==> src/rtl/keyld_pkg.sv <==
package keyld_pkg;
  localparam logic [3:0] OP_LOAD_KEY = 4'b0100;
  localparam logic [3:0] SEG_KEY     = 4'b1100;

  typedef enum logic [1:0] {
    P_INSTR = 2'd0,
    P_HDR   = 2'd1,
    P_DATA  = 2'd2,
    P_DONE  = 2'd3
  } parse_state_e;

  function automatic logic is_load_instr(input logic [31:0] w);
    return w[31:28] == OP_LOAD_KEY;
  endfunction

  function automatic logic is_key_hdr(input logic [31:0] w, input int unsigned nbytes);
    return (w[31:28] == SEG_KEY) && (w[15:0] == nbytes[15:0]);
  endfunction
endpackage

==> src/rtl/keyld_sdi_parser.sv <==
module keyld_sdi_parser
  import keyld_pkg::*;
#(
  parameter int unsigned KEY_WORDS = 4,
  parameter int unsigned KEY_BYTES = 16,
  localparam int unsigned CW = (KEY_WORDS > 1) ? $clog2(KEY_WORDS) : 1
) (
  input  logic          clk,
  input  logic          rst_n,
  input  logic [31:0]   sdi_data,
  input  logic          sdi_valid,
  output logic          sdi_ready,
  input  logic          act_strobe,
  output logic          word_wr,
  output logic [CW-1:0] word_idx,
  output logic          commit,
  output logic          err_evt,
  output logic          err_q,
  output logic          hs
);
  parse_state_e st_q, st_d;
  logic [CW-1:0] cnt_q, cnt_d;
  logic          good_instr;

  assign sdi_ready = (st_q != P_DONE) && !act_strobe;
  assign hs        = sdi_valid && sdi_ready;
  assign word_idx  = cnt_q;

  always_comb begin
    st_d       = st_q;
    cnt_d      = cnt_q;
    word_wr    = 1'b0;
    commit     = 1'b0;
    err_evt    = 1'b0;
    good_instr = 1'b0;
    unique case (st_q)
      P_INSTR: if (hs) begin
        if (is_load_instr(sdi_data)) begin
          good_instr = 1'b1;
          st_d       = P_HDR;
        end else begin
          err_evt = 1'b1;
        end
      end
      P_HDR: if (hs) begin
        if (is_key_hdr(sdi_data, KEY_BYTES)) begin
          st_d  = P_DATA;
          cnt_d = '0;
        end else begin
          err_evt = 1'b1;
          st_d    = P_INSTR;
        end
      end
      P_DATA: if (hs) begin
        word_wr = 1'b1;
        if (cnt_q == CW'(KEY_WORDS - 1)) begin
          commit = 1'b1;
          cnt_d  = '0;
          st_d   = P_DONE;
        end else begin
          cnt_d = cnt_q + 1'b1;
        end
      end
      P_DONE: st_d = P_INSTR;
      default: st_d = P_INSTR;
    endcase
  end

  always_ff @(posedge clk) begin
    if (!rst_n) begin
      st_q  <= P_INSTR;
      cnt_q <= '0;
      err_q <= 1'b0;
    end else begin
      st_q  <= st_d;
      cnt_q <= cnt_d;
      if (err_evt)         err_q <= 1'b1;
      else if (good_instr) err_q <= 1'b0;
    end
  end
endmodule

==> src/rtl/keyld_fill_bank.sv <==
module keyld_fill_bank #(
  parameter int unsigned KEY_W = 128,
  localparam int unsigned KEY_WORDS = KEY_W / 32,
  localparam int unsigned CW = (KEY_WORDS > 1) ? $clog2(KEY_WORDS) : 1
) (
  input  logic             clk,
  input  logic             rst_n,
  input  logic             word_wr,
  input  logic [CW-1:0]    word_idx,
  input  logic [31:0]      word_data,
  output logic [KEY_W-1:0] fill_nxt
);
  logic [KEY_W-1:0] fill_q;

  function automatic logic [KEY_W-1:0] place_word(input logic [KEY_W-1:0] base,
                                                  input logic [CW-1:0] idx,
                                                  input logic [31:0] w);
    logic [KEY_W-1:0] r;
    r = base;
    r[KEY_W - 1 - 32 * int'(idx) -: 32] = w;
    return r;
  endfunction

  assign fill_nxt = word_wr ? place_word(fill_q, word_idx, word_data) : fill_q;

  always_ff @(posedge clk) begin
    if (!rst_n) fill_q <= '0;
    else        fill_q <= fill_nxt;
  end
endmodule

==> src/rtl/keyld_key_store.sv <==
module keyld_key_store #(
  parameter int unsigned KEY_W = 128
) (
  input  logic             clk,
  input  logic             rst_n,
  input  logic             commit,
  input  logic [KEY_W-1:0] fill_nxt,
  input  logic             act_strobe,
  output logic [KEY_W-1:0] shadow_q,
  output logic [KEY_W-1:0] active_q,
  output logic             valid_q
);
  always_ff @(posedge clk) begin
    if (!rst_n) begin
      shadow_q <= '0;
      active_q <= '0;
      valid_q  <= 1'b0;
    end else begin
      if (commit) shadow_q <= fill_nxt;
      if (act_strobe) begin
        active_q <= shadow_q;
        valid_q  <= 1'b1;
      end
    end
  end
endmodule

==> src/rtl/keyld_top.sv <==
module keyld_top #(
  parameter int unsigned KEY_W = 128
) (
  input  logic             clk,
  input  logic             rst_n,
  input  logic [31:0]      sdi_data,
  input  logic             sdi_valid,
  output logic             sdi_ready,
  input  logic             act_strobe,
  output logic [KEY_W-1:0] key_out,
  output logic             key_valid,
  output logic             load_err
);
  localparam int unsigned KEY_WORDS = KEY_W / 32;
  localparam int unsigned KEY_BYTES = KEY_W / 8;
  localparam int unsigned CW = (KEY_WORDS > 1) ? $clog2(KEY_WORDS) : 1;

  logic             hs_evt;
  logic             commit_evt;
  logic             err_evt;
  logic             word_wr;
  logic [CW-1:0]    word_idx;
  logic [KEY_W-1:0] fill_nxt;
  logic [KEY_W-1:0] shadow_key;

  keyld_sdi_parser #(.KEY_WORDS(KEY_WORDS), .KEY_BYTES(KEY_BYTES)) u_parser (
    .clk, .rst_n, .sdi_data, .sdi_valid, .sdi_ready, .act_strobe,
    .word_wr, .word_idx, .commit(commit_evt), .err_evt, .err_q(load_err), .hs(hs_evt)
  );

  keyld_fill_bank #(.KEY_W(KEY_W)) u_fill (
    .clk, .rst_n, .word_wr, .word_idx, .word_data(sdi_data), .fill_nxt
  );

  keyld_key_store #(.KEY_W(KEY_W)) u_store (
    .clk, .rst_n, .commit(commit_evt), .fill_nxt, .act_strobe,
    .shadow_q(shadow_key), .active_q(key_out), .valid_q(key_valid)
  );
endmodule

==> config.mk <==
export PLATFORM = sky130hd
export DESIGN_NAME = keyld_top
export DESIGN_NICKNAME = d
export VERILOG_FILES = /design/src/rtl/keyld_pkg.sv /design/src/rtl/keyld_sdi_parser.sv /design/src/rtl/keyld_fill_bank.sv /design/src/rtl/keyld_key_store.sv /design/src/rtl/keyld_top.sv
export SDC_FILE = /design/constraint.sdc
export NUM_CORES = 1
export LEC_CHECK = 0
export BUFFER_PORTS_ARGS = -buffer_cell sky130_fd_sc_hd__clkbuf_2
export CAP_MARGIN = 0
export CELL_PAD_IN_SITES_DETAIL_PLACEMENT = 1
export CELL_PAD_IN_SITES_GLOBAL_PLACEMENT = 2
export CORE_UTILIZATION = 44
export CTS_BUF_LIST = sky130_fd_sc_hd__clkbuf_2 sky130_fd_sc_hd__clkbuf_4 sky130_fd_sc_hd__clkbuf_8
export DETAILED_ROUTE_END_ITERATION = 16
export PLACE_DENSITY = 0.9
export REMOVE_ABC_BUFFERS = 1
export SLEW_MARGIN = 20
export SYNTH_ARGS = -nofsm -noshare
export SYNTH_HDL_FRONTEND = slang
export SYNTH_HIERARCHICAL = 1
export SYNTH_SLANG_ARGS = --single-unit
==> constraint.sdc <==
create_clock -name clk -period 3.34 [get_ports clk]
set_input_delay 0 -clock clk [delete_from_list [all_inputs] [get_ports clk]]
set_output_delay 0 -clock clk [all_outputs]
set_load 0.1 [all_outputs]
==> flow_summary.json <==
{
  "required_ps": 3830,
  "numPlacedInstances": 2060,
  "port-buffer-count": 166,
  "clk_path_buf_depth": 3,
  "antenna_found_initial": 0,
  "grt_first_pass_wirelength_um": 59200,
  "dpl.hpwl_um": 22900,
  "status": "completed",
  "worstSetupEndpointType": "flop",
  "period_share_pct": 81.0,
  "hold_path.class": "input port to flop",
  "whs_ps": 342,
  "final_nets": 1694,
  "clk-insertion-delay-late_ps": 600,
  "syn2layout_area_growth_pct": 15.0,
  "slew_viol_final": 0,
  "power_mw": 9.57,
  "drive_gt1_share_pct": 25.9,
  "worst_hold_startpoint": "sdi_data[16]",
  "hold_end": "u_fill/fill_q[48]",
  "ant_nets": 0,
  "tightest_slew_ps": 861,
  "wirelength_um": 36900,
  "dieArea_sq_mm": 0.0394,
  "placementRows": 71,
  "initialDrtViolationCount": 260,
  "viasPerCell": 4.90,
  "die_w_um": 199,
  "fmax_ghz": 0.370,
  "post_cts_buffers": 0,
  "finalClockSkew_ps": 17.6,
  "whs_path_depth": 4,
  "routedWlPerCell_um": 16.7,
  "grt_usage_pct": 18.7,
  "via_count": 10800,
  "ir_drop_uv": 336,
  "cts.clk_slew.worst_paths_ps": 60,
  "cts_tree": "yes",
  "final_cells": 2213,
  "drc": 0,
  "r2r.worst_path.cells": 7,
  "r2r_end": "u_store/shadow_q[98]",
  "numCtsBuffers": 71,
  "rsz0062_at_grt": "no",
  "mostFrequentLayoutCells": "390 x dfxtp_1, 384 x mux2i_1, 257 x nor2b_1",
  "crit_arrival_ps": 3190,
  "design.core.area_sq_mm": 0.0378,
  "cts_resized": 0,
  "root_buffer": "clkbuf_8",
  "ios": 167,
  "grt_pass1_vias": 11400,
  "final_common_cell": "dfxtp_1",
  "period_minus_slack_ps": 2710,
  "first_pass_iters": 4,
  "max_cap_viol_count": 0,
  "ff2ff_setup_slack_ps": 630,
  "p_leak_nw": 8.37,
  "nFillCells": 4119,
  "gp_congestion": 0.687,
  "grt_start_max_net_pins": 115,
  "grt-ovfl-total": 0,
  "worstSetupPathType": "flop to flop",
  "netlist_area_sq_mm": 0.0170,
  "die_h_um": 199,
  "yosysWarnings": 6,
  "hold_violations": 0,
  "start_util_pct": 44.9,
  "htreeDepth": 3,
  "finalSetupViolations": 0,
  "start_kind": "flop",
  "clock_sinks": 390,
  "syn_avg_cell_area_sq_um": 11.6,
  "relSlewSlack_pct": 42.6,
  "power_density_mw_per_mm2": 490,
  "syn_inst": 1469,
  "antenna_cells": 0,
  "path_max_fanout": 28
}
-- worst max-delay path by stage --
stage | from | end | slack, ps
CTS | flop | u_store/shadow_q[98] | 650
finish | flop | u_store/shadow_q[98] | 630
detailed placement | flop | u_store/shadow_q[96] | 710
global route | flop | u_store/shadow_q[98] | 490
floorplan | flop | u_store/shadow_q[0] | -2310
global placement | flop | u_store/shadow_q[98] | 840
-- area by class of cell --
| cell class | count | area [sq um] | area share [%] |
|---|---|---|---|
| inverters | 2 | 7.51 | 0.0384 |
| multi-input cells | 972 | 8230 | 42.1 |
| flip-flops and latches | 390 | 7810 | 40.0 |
| clock buffers | 113 | 1400 | 7.16 |
| well taps | 511 | 639 | 3.27 |
| clock inverters | 5 | 33.8 | 0.173 |
| repair buffers | 220 | 1430 | 7.32 |
-- metal layers --
layer / GRT usage [%] / wire length [um] / vias to the layer above
li1: - / - / 5333
met1: 23.4 / 17100 / 5293
met2: 31.7 / 17700 / 151
met3: 4.34 / 1430 / 61
met4: 5.95 / 705 / 0
met5: 0 / 0 / -
-- what timing repair did --
action	CTS	global route
endpoints found under the hold margin	304	0
hold buffers	35	0
setup endpoints to repair	0	0
-- power breakdown --
part | internal [mW] | switching [mW]
Clock | 2.63 | 1.93
Combinational | 0.144 | 0.205
Sequential | 4.66 | 0.00171
Total | 7.43 | 2.13
-- registers in the layout (all words and copies together), names as in the netlist, named ones only --
register           count
u_fill/fill_q        128
u_store/active_q     128
u_store/shadow_q     128
u_parser/word_idx      2
u_parser/err_q         1
u_parser/st_q          1
u_store/valid_q        1
-- critical path: stages, from the launching register on --
cell and delay, ps:
dfxtp_1 490, nand2b_1 150, nor2_1 470, nor3b_4 340
buf_4 500, mux2_2 400, mux2i_1 160, nor2b_1 60
-- stage by stage --
stage	setup TNS [ps]	util [%]	cell area, sq um	worst slack (ps)
after detailed placement	0	46.9	17800	707
after CTS	0	51.6	19500	654
after floorplan	-385410	-	16000	-2310
after global placement	0	46.9	17800	843
after global routing	0	51.6	19500	485
final	0	51.6	19500	635
No activity file was read; power rests on OpenSTA's default activity.
